**src/rtl/fbu_pkg.sv**
```systemverilog
package fbu_pkg;
   localparam int REG_AW        = 12;
   localparam int FA_W          = 32;
   localparam int CMP_MSB       = 28;
   localparam int CMP_LSB       = 2;
   localparam int CMP_W         = CMP_MSB - CMP_LSB + 1;
   localparam int CMP_BASE_WORD = 2;
   localparam int ID_FIRST_WORD = 'hFD0 >> 2;
   localparam int ID_COUNT      = 12;

   typedef enum logic [1:0] {
      HW_NONE = 2'b00,
      HW_LOW  = 2'b01,
      HW_HIGH = 2'b10,
      HW_BOTH = 2'b11
   } hw_sel_e;

   typedef struct packed {
      hw_sel_e          sel;
      logic [CMP_W-1:0] waddr;
      logic             en;
   } cmp_cfg_t;

   function automatic logic [31:0] cfg_to_word(cmp_cfg_t c);
      return {c.sel, 1'b0, c.waddr, 1'b0, c.en};
   endfunction
endpackage

```
**src/rtl/fbu_id_rom.sv**
```systemverilog
module fbu_id_rom #(
   parameter bit HAS_ID = 1'b1
) (
   input  logic [3:0] idx,
   output logic [7:0] val
);
   generate
      if (HAS_ID) begin : g_rom
         always_comb begin
            case (idx)
               4'd0:    val = 8'h04;
               4'd4:    val = 8'h0B;
               4'd5:    val = 8'hB0;
               4'd6:    val = 8'h0B;
               4'd8:    val = 8'h0D;
               4'd9:    val = 8'hE0;
               4'd10:   val = 8'h05;
               4'd11:   val = 8'hB1;
               default: val = 8'h00;
            endcase
         end
      end else begin : g_blank
         assign val = 8'h00;
      end
   endgenerate
endmodule

```
**src/rtl/fbu_cmp.sv**
```systemverilog
module fbu_cmp
   import fbu_pkg::*;
#(
   parameter bit CHECK_TOP = 1'b1
) (
   input  logic            clk,
   input  logic            rst_n,
   input  logic            wr_en,
   input  logic [31:0]     wdata,
   input  logic            glob_en,
   input  logic            fetch_valid,
   input  logic [FA_W-1:0] fetch_addr,
   output cmp_cfg_t        cfg,
   output logic            hit
);
   logic       top_ok;
   logic       word_eq;
   logic       hw_ok;
   logic [1:0] sel_bits;

   always_ff @(posedge clk or negedge rst_n) begin
      if (!rst_n) begin
         cfg <= '0;
      end else if (wr_en) begin
         cfg.sel   <= hw_sel_e'(wdata[31:30]);
         cfg.waddr <= wdata[CMP_MSB:CMP_LSB];
         cfg.en    <= wdata[0];
      end
   end

   generate
      if (CHECK_TOP) begin : g_top_chk
         assign top_ok = (fetch_addr[FA_W-1:CMP_MSB+1] == '0);
      end else begin : g_top_free
         assign top_ok = 1'b1;
      end
   endgenerate

   assign sel_bits = cfg.sel;
   assign word_eq  = (fetch_addr[CMP_MSB:CMP_LSB] == cfg.waddr);
   assign hw_ok    = fetch_addr[1] ? sel_bits[1] : sel_bits[0];
   assign hit      = glob_en & cfg.en & fetch_valid & top_ok & word_eq & hw_ok;


   cfg_hold_chk: assert property (@(posedge clk) disable iff (!rst_n)
      !wr_en |=> $stable(cfg));
endmodule

```
**src/rtl/fbu_regs.sv**
```systemverilog
module fbu_regs
   import fbu_pkg::*;
#(
   parameter int NUM_CMP = 4
) (
   input  logic                    clk,
   input  logic                    rst_n,
   input  logic                    reg_valid,
   input  logic                    reg_write,
   input  logic [REG_AW-1:0]       reg_addr,
   input  logic [31:0]             reg_wdata,
   input  logic [NUM_CMP-1:0][31:0] cfg_words,
   input  logic [7:0]              id_val,
   output logic [31:0]             reg_rdata,
   output logic                    glob_en,
   output logic [NUM_CMP-1:0]      cmp_wr,
   output logic [3:0]              id_idx
);
   localparam int WIDX_W = REG_AW - 2;
   localparam logic [WIDX_W-1:0] ID_W0 = WIDX_W'(ID_FIRST_WORD);

   logic [WIDX_W-1:0] widx;
   logic              wr_any;
   logic              rd_any;
   logic              ctrl_sel;
   logic              id_sel;

   assign widx     = reg_addr[REG_AW-1:2];
   assign wr_any   = reg_valid & reg_write;
   assign rd_any   = reg_valid & ~reg_write;
   assign ctrl_sel = (widx == '0);
   assign id_sel   = (widx >= ID_W0);
   assign id_idx   = 4'(widx - ID_W0);

   always_ff @(posedge clk or negedge rst_n) begin
      if (!rst_n) begin
         glob_en <= 1'b0;
      end else if (wr_any && ctrl_sel && reg_wdata[1]) begin
         glob_en <= reg_wdata[0];
      end
   end

   generate
      for (genvar gi = 0; gi < NUM_CMP; gi++) begin : g_wr
         assign cmp_wr[gi] = wr_any && (widx == WIDX_W'(CMP_BASE_WORD + gi));
      end
   endgenerate

   always_comb begin
      reg_rdata = '0;
      if (rd_any) begin
         if (ctrl_sel) begin
            reg_rdata[7:4] = 4'(NUM_CMP);
            reg_rdata[0]   = glob_en;
         end
         for (int i = 0; i < NUM_CMP; i++) begin
            if (widx == WIDX_W'(CMP_BASE_WORD + i)) reg_rdata = cfg_words[i];
         end
         if (id_sel) reg_rdata[7:0] = id_val;
      end
   end


   key_gate_chk: assert property (@(posedge clk) disable iff (!rst_n)
      (wr_any && ctrl_sel && !reg_wdata[1]) |=> $stable(glob_en));


   ro_write_chk: assert property (@(posedge clk) disable iff (!rst_n)
      (wr_any && !ctrl_sel) |=> $stable(glob_en));
endmodule

```
**src/rtl/fetch_brk_unit.sv**
```systemverilog
module fetch_brk_unit
   import fbu_pkg::*;
#(
   parameter int NUM_CMP   = 4,
   parameter bit CHECK_TOP = 1'b1,
   parameter bit HAS_ID    = 1'b1
) (
   input  logic        clk,
   input  logic        dbg_rst_n,
   input  logic        reg_valid,
   input  logic        reg_write,
   input  logic [11:0] reg_addr,
   input  logic [31:0] reg_wdata,
   output logic [31:0] reg_rdata,
   input  logic        fetch_valid,
   input  logic [31:0] fetch_addr,
   output logic        brk_req
);
   generate
      if (NUM_CMP < 1 || NUM_CMP > 15) begin : g_bad_cnt
         $error("fetch_brk_unit: NUM_CMP must lie in 1..15");
      end
   endgenerate

   logic                     glob_en;
   logic [NUM_CMP-1:0]       cmp_wr;
   logic [NUM_CMP-1:0]       hits;
   logic [NUM_CMP-1:0][31:0] cfg_words;
   logic [3:0]               id_idx;
   logic [7:0]               id_val;

   fbu_regs #(.NUM_CMP(NUM_CMP)) u_regs (
      .clk       (clk),
      .rst_n     (dbg_rst_n),
      .reg_valid (reg_valid),
      .reg_write (reg_write),
      .reg_addr  (reg_addr),
      .reg_wdata (reg_wdata),
      .cfg_words (cfg_words),
      .id_val    (id_val),
      .reg_rdata (reg_rdata),
      .glob_en   (glob_en),
      .cmp_wr    (cmp_wr),
      .id_idx    (id_idx)
   );

   fbu_id_rom #(.HAS_ID(HAS_ID)) u_id (
      .idx (id_idx),
      .val (id_val)
   );

   generate
      for (genvar gi = 0; gi < NUM_CMP; gi++) begin : g_cmp
         cmp_cfg_t cfg;
         fbu_cmp #(.CHECK_TOP(CHECK_TOP)) u_cmp (
            .clk         (clk),
            .rst_n       (dbg_rst_n),
            .wr_en       (cmp_wr[gi]),
            .wdata       (reg_wdata),
            .glob_en     (glob_en),
            .fetch_valid (fetch_valid),
            .fetch_addr  (fetch_addr),
            .cfg         (cfg),
            .hit         (hits[gi])
         );
         assign cfg_words[gi] = cfg_to_word(cfg);
      end
   endgenerate

   always_ff @(posedge clk or negedge dbg_rst_n) begin
      if (!dbg_rst_n) brk_req <= 1'b0;
      else            brk_req <= |hits;
   end


   brk_fetch_chk: assert property (@(posedge clk) disable iff (!dbg_rst_n)
      brk_req |-> $past(fetch_valid));


   brk_glob_chk: assert property (@(posedge clk) disable iff (!dbg_rst_n)
      brk_req |-> $past(glob_en));
endmodule

```
**config.mk**
```make
export PLATFORM = sky130hd
export DESIGN_NAME = fetch_brk_unit
export DESIGN_NICKNAME = d
export VERILOG_FILES = /design/src/rtl/fbu_pkg.sv /design/src/rtl/fbu_id_rom.sv /design/src/rtl/fbu_cmp.sv /design/src/rtl/fbu_regs.sv /design/src/rtl/fetch_brk_unit.sv
export SDC_FILE = /design/constraint.sdc
export NUM_CORES = 1
export LEC_CHECK = 0
export ABC_CLOCK_PERIOD_IN_PS = 4300
export BUFFER_PORTS_ARGS = -buffer_cell sky130_fd_sc_hd__buf_2
export CAP_MARGIN = 25
export CELL_PAD_IN_SITES_DETAIL_PLACEMENT = 1
export CELL_PAD_IN_SITES_GLOBAL_PLACEMENT = 2
export CORE_MARGIN = 3
export CORE_UTILIZATION = 41
export DETAILED_ROUTE_END_ITERATION = 10
export PLACE_DENSITY = 0.86
export RECOVER_POWER = 100
export SKIP_CTS_REPAIR_TIMING = 1
export SLEW_MARGIN = 10
export SYNTH_ARGS = -nofsm -noshare
export SYNTH_HDL_FRONTEND = slang
export SYNTH_HIERARCHICAL = 1
export SYNTH_SLANG_ARGS = --single-unit
```
**constraint.sdc**
```tcl
create_clock -name clk -period 4.3 [get_ports clk]
set_clock_uncertainty 0.1 [all_clocks]
set_input_delay 0.215 -clock clk [delete_from_list [all_inputs] [get_ports clk]]
set_output_delay 0.215 -clock clk [all_outputs]
set_load 0.05 [all_outputs]
```
# --- Word-level counts from Yosys, hierarchy flattened ---
# Memories as Yosys holds them, arrays and structs flattened.
# Cells that the tools add are included.
word_totals:
  reg_bits: 122
  latch_bits: 0
  ramBits: 0
  mem_bits_ro: 128
  in_bits: 81
  output_inout_bits: 33
  elab_cells: 69
  n_memories: 1
classes:
  add_sub_neg: 1
  mul: 0
  div_mod_pow: 0
  n_lt_le_gt_ge: 1
  eq_ne: 8
  n_shift: 0
  n_mux: 12
  bitwise: 23
  n_reduce_logical: 9
memory_table:
  columns: ["memory", "words", "width", "rd", "rd_clocked_by_memory_dff", "write_ports", "line", "source"]
  rows:
  - ["(name not given)", 16, 8, 1, 0, 0, "fbu_id_rom.sv:10", "case (idx)"]
op_table:
  columns: ["operator", "count"]
  rows:
  - ["$mux 32", 5]
  - ["$eq 27x27->1", 4]
  - ["$and 1x1->1", 22]
  - ["$eq 10x2->1 const B", 2]
  - ["$eq 10x3->1 const B", 2]
  - ["$ge 10x10->1 const B", 1]
  - ["$logic_not 10->1", 1]
  - ["$mux 8", 1]
  - ["$logic_and 1x1->1", 6]
  - ["$mux 1", 5]
  - ["$reduce_or 4->1", 1]
  - ["$sub 4x3->4 const B", 1]
  - ["$logic_not 3->1", 1]
  - ["$mux 3", 1]
  - ["$not 1->1", 1]

# --- Logic depth before layout (Yosys ltp) ---
logic_depth:
  depth_word: 8
  depth_mapped: 10
  mapped_depth_nobuf: 7

# --- Modules after synthesis ---
# Netlist, hierarchy kept.
by_module_without_submodules:
  columns: ["mod", "instances", "cells_each", "area_per_inst_um2", "seq_area_each_um2"]
  rows:
  - ["fbu_cmp", 4, 107, 1432.6, 750.7]
  - ["fbu_regs", 1, 202, 1450.1, 25.0]
  - ["fbu_id_rom", 1, 16, 103.8, 0.0]
  - ["fetch_brk_unit", 1, 3, 36.3, 25.0]

# --- Worst setup path before layout ---
# Ideal clock, no wire load.
synth_timing:
  kind: "input-to-reg"
  startpoint: "in reg_addr[5]"
  endpoint: "reg, netlist name g_cmp[3].u_cmp/cfg[10]"
  setup_ns: 0.125
  arrival_ns: 2.226
  required_ns: 4.075
  setup_slack_ns: 1.849
  stages: 9
  path_buffers: 3
  path_cell_list: "inv_1 -> ha_1 -> nor4b_4 -> nand3_1 -> clkbuf_1 -> nor2_1 -> clkbuf_1 -> buf_1 -> mux2_2"
synth_via:
  elab_chain_cells: 2
synth_lines:
  columns: ["element", "line", "source"]
  rows:
  - ["start, declared", "fetch_brk_unit.sv:12", "input logic [11:0] reg_addr,"]
  - ["$eq 10x3->1", "fbu_regs.sv:45", "assign cmp_wr[gi] = wr_any && (widx == WIDX_W'(CMP_BASE_WORD + gi));"]
  - ["$logic_and 1x1->1", "fbu_regs.sv:45", null]
  - ["net cmp_wr[3]", "fetch_brk_unit.sv:26", "logic [NUM_CMP-1:0] cmp_wr;"]
# The timed path passes the listed nets, and every way through them passes these cells.
# A chain may end at the register's enable or synchronous reset.

# --- Worst setup path in the final report ---
layout_timing:
  startpoint: "in reg_addr[6]"
  endpoint: "out reg_rdata[28]"
layout_via:
  elab_chain_cells: 6
  elab_cells_between_ends: 9
  cone_classes: "4 x eq/ne; 5 x mux"
layout_lines:
  columns: ["element", "line", "source"]
  rows:
  - ["$eq 10x2->1", "fbu_regs.sv:57", "if (widx == WIDX_W'(CMP_BASE_WORD + i)) reg_rdata = cfg_words[i];"]
  - ["$mux 32 (3 in series)", "fbu_regs.sv:57", null]
  - ["$mux 32 (*)", "fbu_regs.sv:57", null]
  - ["$mux 32 (*)", "fbu_regs.sv:51", "if (rd_any) begin"]
  - ["end, declared", "fetch_brk_unit.sv:14", "output logic [31:0] reg_rdata,"]
# Mark *: on every way between the ends. The rest lies on a longest branch, timed or not.

==> flow_metrics.env <==
export IMPL_die_w_um=140
export IMPL_synth_common_cells="dfrtp_1 (122), mux2_2 (104), xor2_1 (68)"
export IMPL_netSwitchingPower_uw=674
export IMPL_routed_via_count=5922
export IMPL_worstPathMaxFanout=17
export IMPL_dr_pass1_iters=4
export IMPL_drt_initial_drc_count=370
export IMPL_rows=48
export IMPL_p_comb_share_pct=8.1
export IMPL_synth_compound_area_share_pct=13.9
export IMPL_yosys_cell_count_top_type="dfrtp_1"
export IMPL_min_path_type="in -> reg"
export IMPL_antenna_left=0
export IMPL_critPathArrivalTime_ns=3.22
export IMPL_hold_depth=3
export IMPL_r2r_end="brk_req$_DFF_PN0_"
export IMPL_grt_max_degree=58
export IMPL_nNetsFinal=861
export IMPL_synthTopCellsByArea="dfrtp_1 (42%), mux2_2 (16%), xor2_1 (8.1%)"
export IMPL_post_dp_cell_area_um2=8140
export IMPL_wl_met2_mm=11.9
export IMPL_tightest_slew_ns=1.88
export IMPL_maxCapViolCount=2
export IMPL_synthArstFlopShare_pct=100
export IMPL_grt_pass1_wl_mm=37.3
export IMPL_leakagePower_uw=0.00427
export IMPL_dp_slack_ns=1.43
export IMPL_outcome="complete, but fails checks"
export IMPL_peakVddDrop_mv=0.304
export IMPL_n_antenna_cell=0
export IMPL_hold_worst_slack_ns=-0.00916
export IMPL_rsz0062_at_grt="false"
export IMPL_htree_levels=4
export IMPL_layout_cells_non_filler=1013
export IMPL_drc=0
export IMPL_ys_flop_type="dfrtp_1"
export IMPL_worst_r2r_cell_count=5
export IMPL_synth_xor_area_share_pct=12.6
export IMPL_swShare_pct=22.1
export IMPL_r2r_slack_ns=2.05
export IMPL_violations="negative hold slack, max-capacitance violations, max-slew violations"
export IMPL_yosys_area_share_simple_pct=8.67
export IMPL_setup_viol=0
export IMPL_final_layout_size_suffix_gt1_share_pct=29.4
export IMPL_timing_slew_headroom_pct=-25.2
export IMPL_antenna_found_initial=0
export IMPL_maxUsedRoutingLayer="met4"
export IMPL_worst_setup_path_type="in -> out"
export IMPL_finalSetupTns_ns=0
export IMPL_cts_buffers=17
export IMPL_synth_top_area_share_pct=41.7
export IMPL_dieArea_um2=19500
export IMPL_synth_top_family_by_area="multiplexers"
export IMPL_cts_root_buffer="clkbuf_16"
export IMPL_power_frac_clock_pct=53.6
export IMPL_rr_startpoint="u_regs/glob_en$_DFFE_PN0P_"
export IMPL_clk_path_buf_depth=2
export IMPL_ios=114
export IMPL_finalCritPeriodShare_pct=82.1
export IMPL_grt_pass1_vias=6466
export IMPL_min_from="reg_wdata[5]"
export IMPL_post_place_cells=961
export IMPL_min_to="g_cmp[0].u_cmp/cfg[4]$_DFFE_PN0P_"
export IMPL_grt_ovfl_total=0
export IMPL_cts_tree="yes"
export IMPL_power_density_nw_per_um2=343
export IMPL_place_congestion=0.855
export IMPL_synthAdderAreaFrac_pct=0.513
export IMPL_hold_viol=3
export IMPL_wl_mm=24.3
export IMPL_syn_to_final_growth_pct=21.6
export IMPL_end_kind="output port"
export IMPL_met1Wirelength_mm=10.5
export IMPL_hpwl_mm=16.4
export IMPL_layout_setup_ws_ns=0.769
export IMPL_min_period_ns=3.53
export IMPL_critPathLaunchType="primary input"
export IMPL_yosysSeqAreaShare_pct=41.7
export IMPL_synth_area_um2=7320
export IMPL_coreArea_um2=17400
export IMPL_ys_ff_latch=122
export IMPL_clkTransAtPathRegs_ns=0.05
export IMPL_design_area_um2=8900
export IMPL_portBuffers=109
export IMPL_insertion_delay_ns=0.42
export IMPL_yosysTopAreaCell="dfrtp_1"
export IMPL_synthMuxAreaShare_pct=19.2
export IMPL_power_internal_uw=2380
export IMPL_synth_edff_count=0
export IMPL_syn_instance_count=649
export IMPL_slew_viol_final=50
export IMPL_chipHeight_um=140
export IMPL_grt_usage_pct=24.9
export IMPL_syn_area_per_cell_um2=11.3
export IMPL_wl_met3_mm=1.19
export IMPL_ys_warn_count=6
export IMPL_start_util_pct=42.0
export IMPL_routedWlPerCell_um=23.9
export IMPL_fmax_mhz=283
export IMPL_cts_sinks=122
export IMPL_ys_types=54
export IMPL_p_seq_share_pct=38.3
export IMPL_crit_required_ns=3.98
export IMPL_num_fill_cells=1912
export IMPL_vias_per_cell=5.85
## state kept, by name, summed over array words and instances (netlist names)
signal / flops
u_regs/glob_en: 1
g_cmp.u_cmp/sel_bits: 8
brk_req: 1
g_cmp.u_cmp/cfg: 112
## area by class of cell
type / count / area (um2) / share of cell area, %
Clock buffer: 22 / 474 / 5.33
Clock inverter: 8 / 190 / 2.14
Inverter: 16 / 60.1 / 0.675
Multi-Input combinational cell: 473 / 4000 / 45.0
Sequential cell: 122 / 3050 / 34.3
Tap cell: 225 / 282 / 3.16
Timing Repair Buffer: 147 / 841 / 9.45
## cells by family (layout without fill, tap and decap cells)
| kind of cell | after synthesis | count (layout) |
|---|---|---|
| fa+ha+maj | 3 | 3 |
| compound gates | 138 | 138 |
| other cells | 1 | 8 |
| xor+xnor | 105 | 105 |
| flops | 122 | 122 |
| mux | 126 | 126 |
| simple gates | 93 | 93 |
| buf+inv | 61 | 193 |
## power by group through the flow
| stage | Clock, uW | Sequential, uW | Combinational (uW) |
|---|---|---|---|
| after global routing | 1710 | 1170 | 269 |
| final | 1640 | 1170 | 246 |
| after detailed placement | 0 | 1190 | 232 |
| after global placement | 0 | 1190 | 219 |
| after CTS | 1660 | 1170 | 236 |
| after floorplan | 0 | 1190 | 102 |
## cell usage in the layout (no fill, tap or decap), types with 17 or more instances in the layout
cell type and count:
o211a_1 24, o22ai_1 34, xnor2_1 37, clkbuf_1 40, a22oi_1 30, buf_2 77
nor4_1 20, dfrtp_1 122, mux2_2 102, clkbuf_16 17, xor2_1 68, dlygate4sd3_1 22
a21oi_1 26
## critical path, cell delays in order
cell      delay [ns]
buf_2           0.11
nor4_1          0.24
clkbuf_1        0.50
nand2_1         0.73
buf_4           0.46
o22ai_1         0.19
o211a_1         0.27
clkbuf_1        0.49
## worst max-delay path by stage
| stage | start | end | slack, ns | cells past startpoint |
|---|---|---|---|---|
| finish | reg_addr[6] | reg_rdata[28] | 0.77 | 8 |
| global route | reg_addr[7] | reg_rdata[28] | 0.65 | 8 |
| CTS | reg_addr[7] | reg_rdata[28] | 1.42 | 8 |
| detailed placement | reg_addr[7] | reg_rdata[28] | 1.43 | 8 |
| global placement | reg_addr[7] | reg_rdata[28] | 1.43 | 8 |
| floorplan | reg_addr[5] | g_cmp[3].u_cmp/cfg[10]$_DFFE_PN0P_ | 1.85 | 9 |
## layer usage
metal / track usage [%] / up-vias
li1: - / 2657
met1: 33.0 / 3046
met2: 40.9 / 184
met3: 4.85 / 35
met4: 8.57 / 0
met5: 0 / -
## per-stage QoR
stage / utilization (%) / power [uW]
CTS: 50.6 / 3060
global route: 51.1 / 3150
detailed placement: 46.7 / 1420
finish: 51.1 / 3050
floorplan: - / 1290
global placement: 46.6 / 1410
Note: power is estimated with default switching activity, not from simulation.
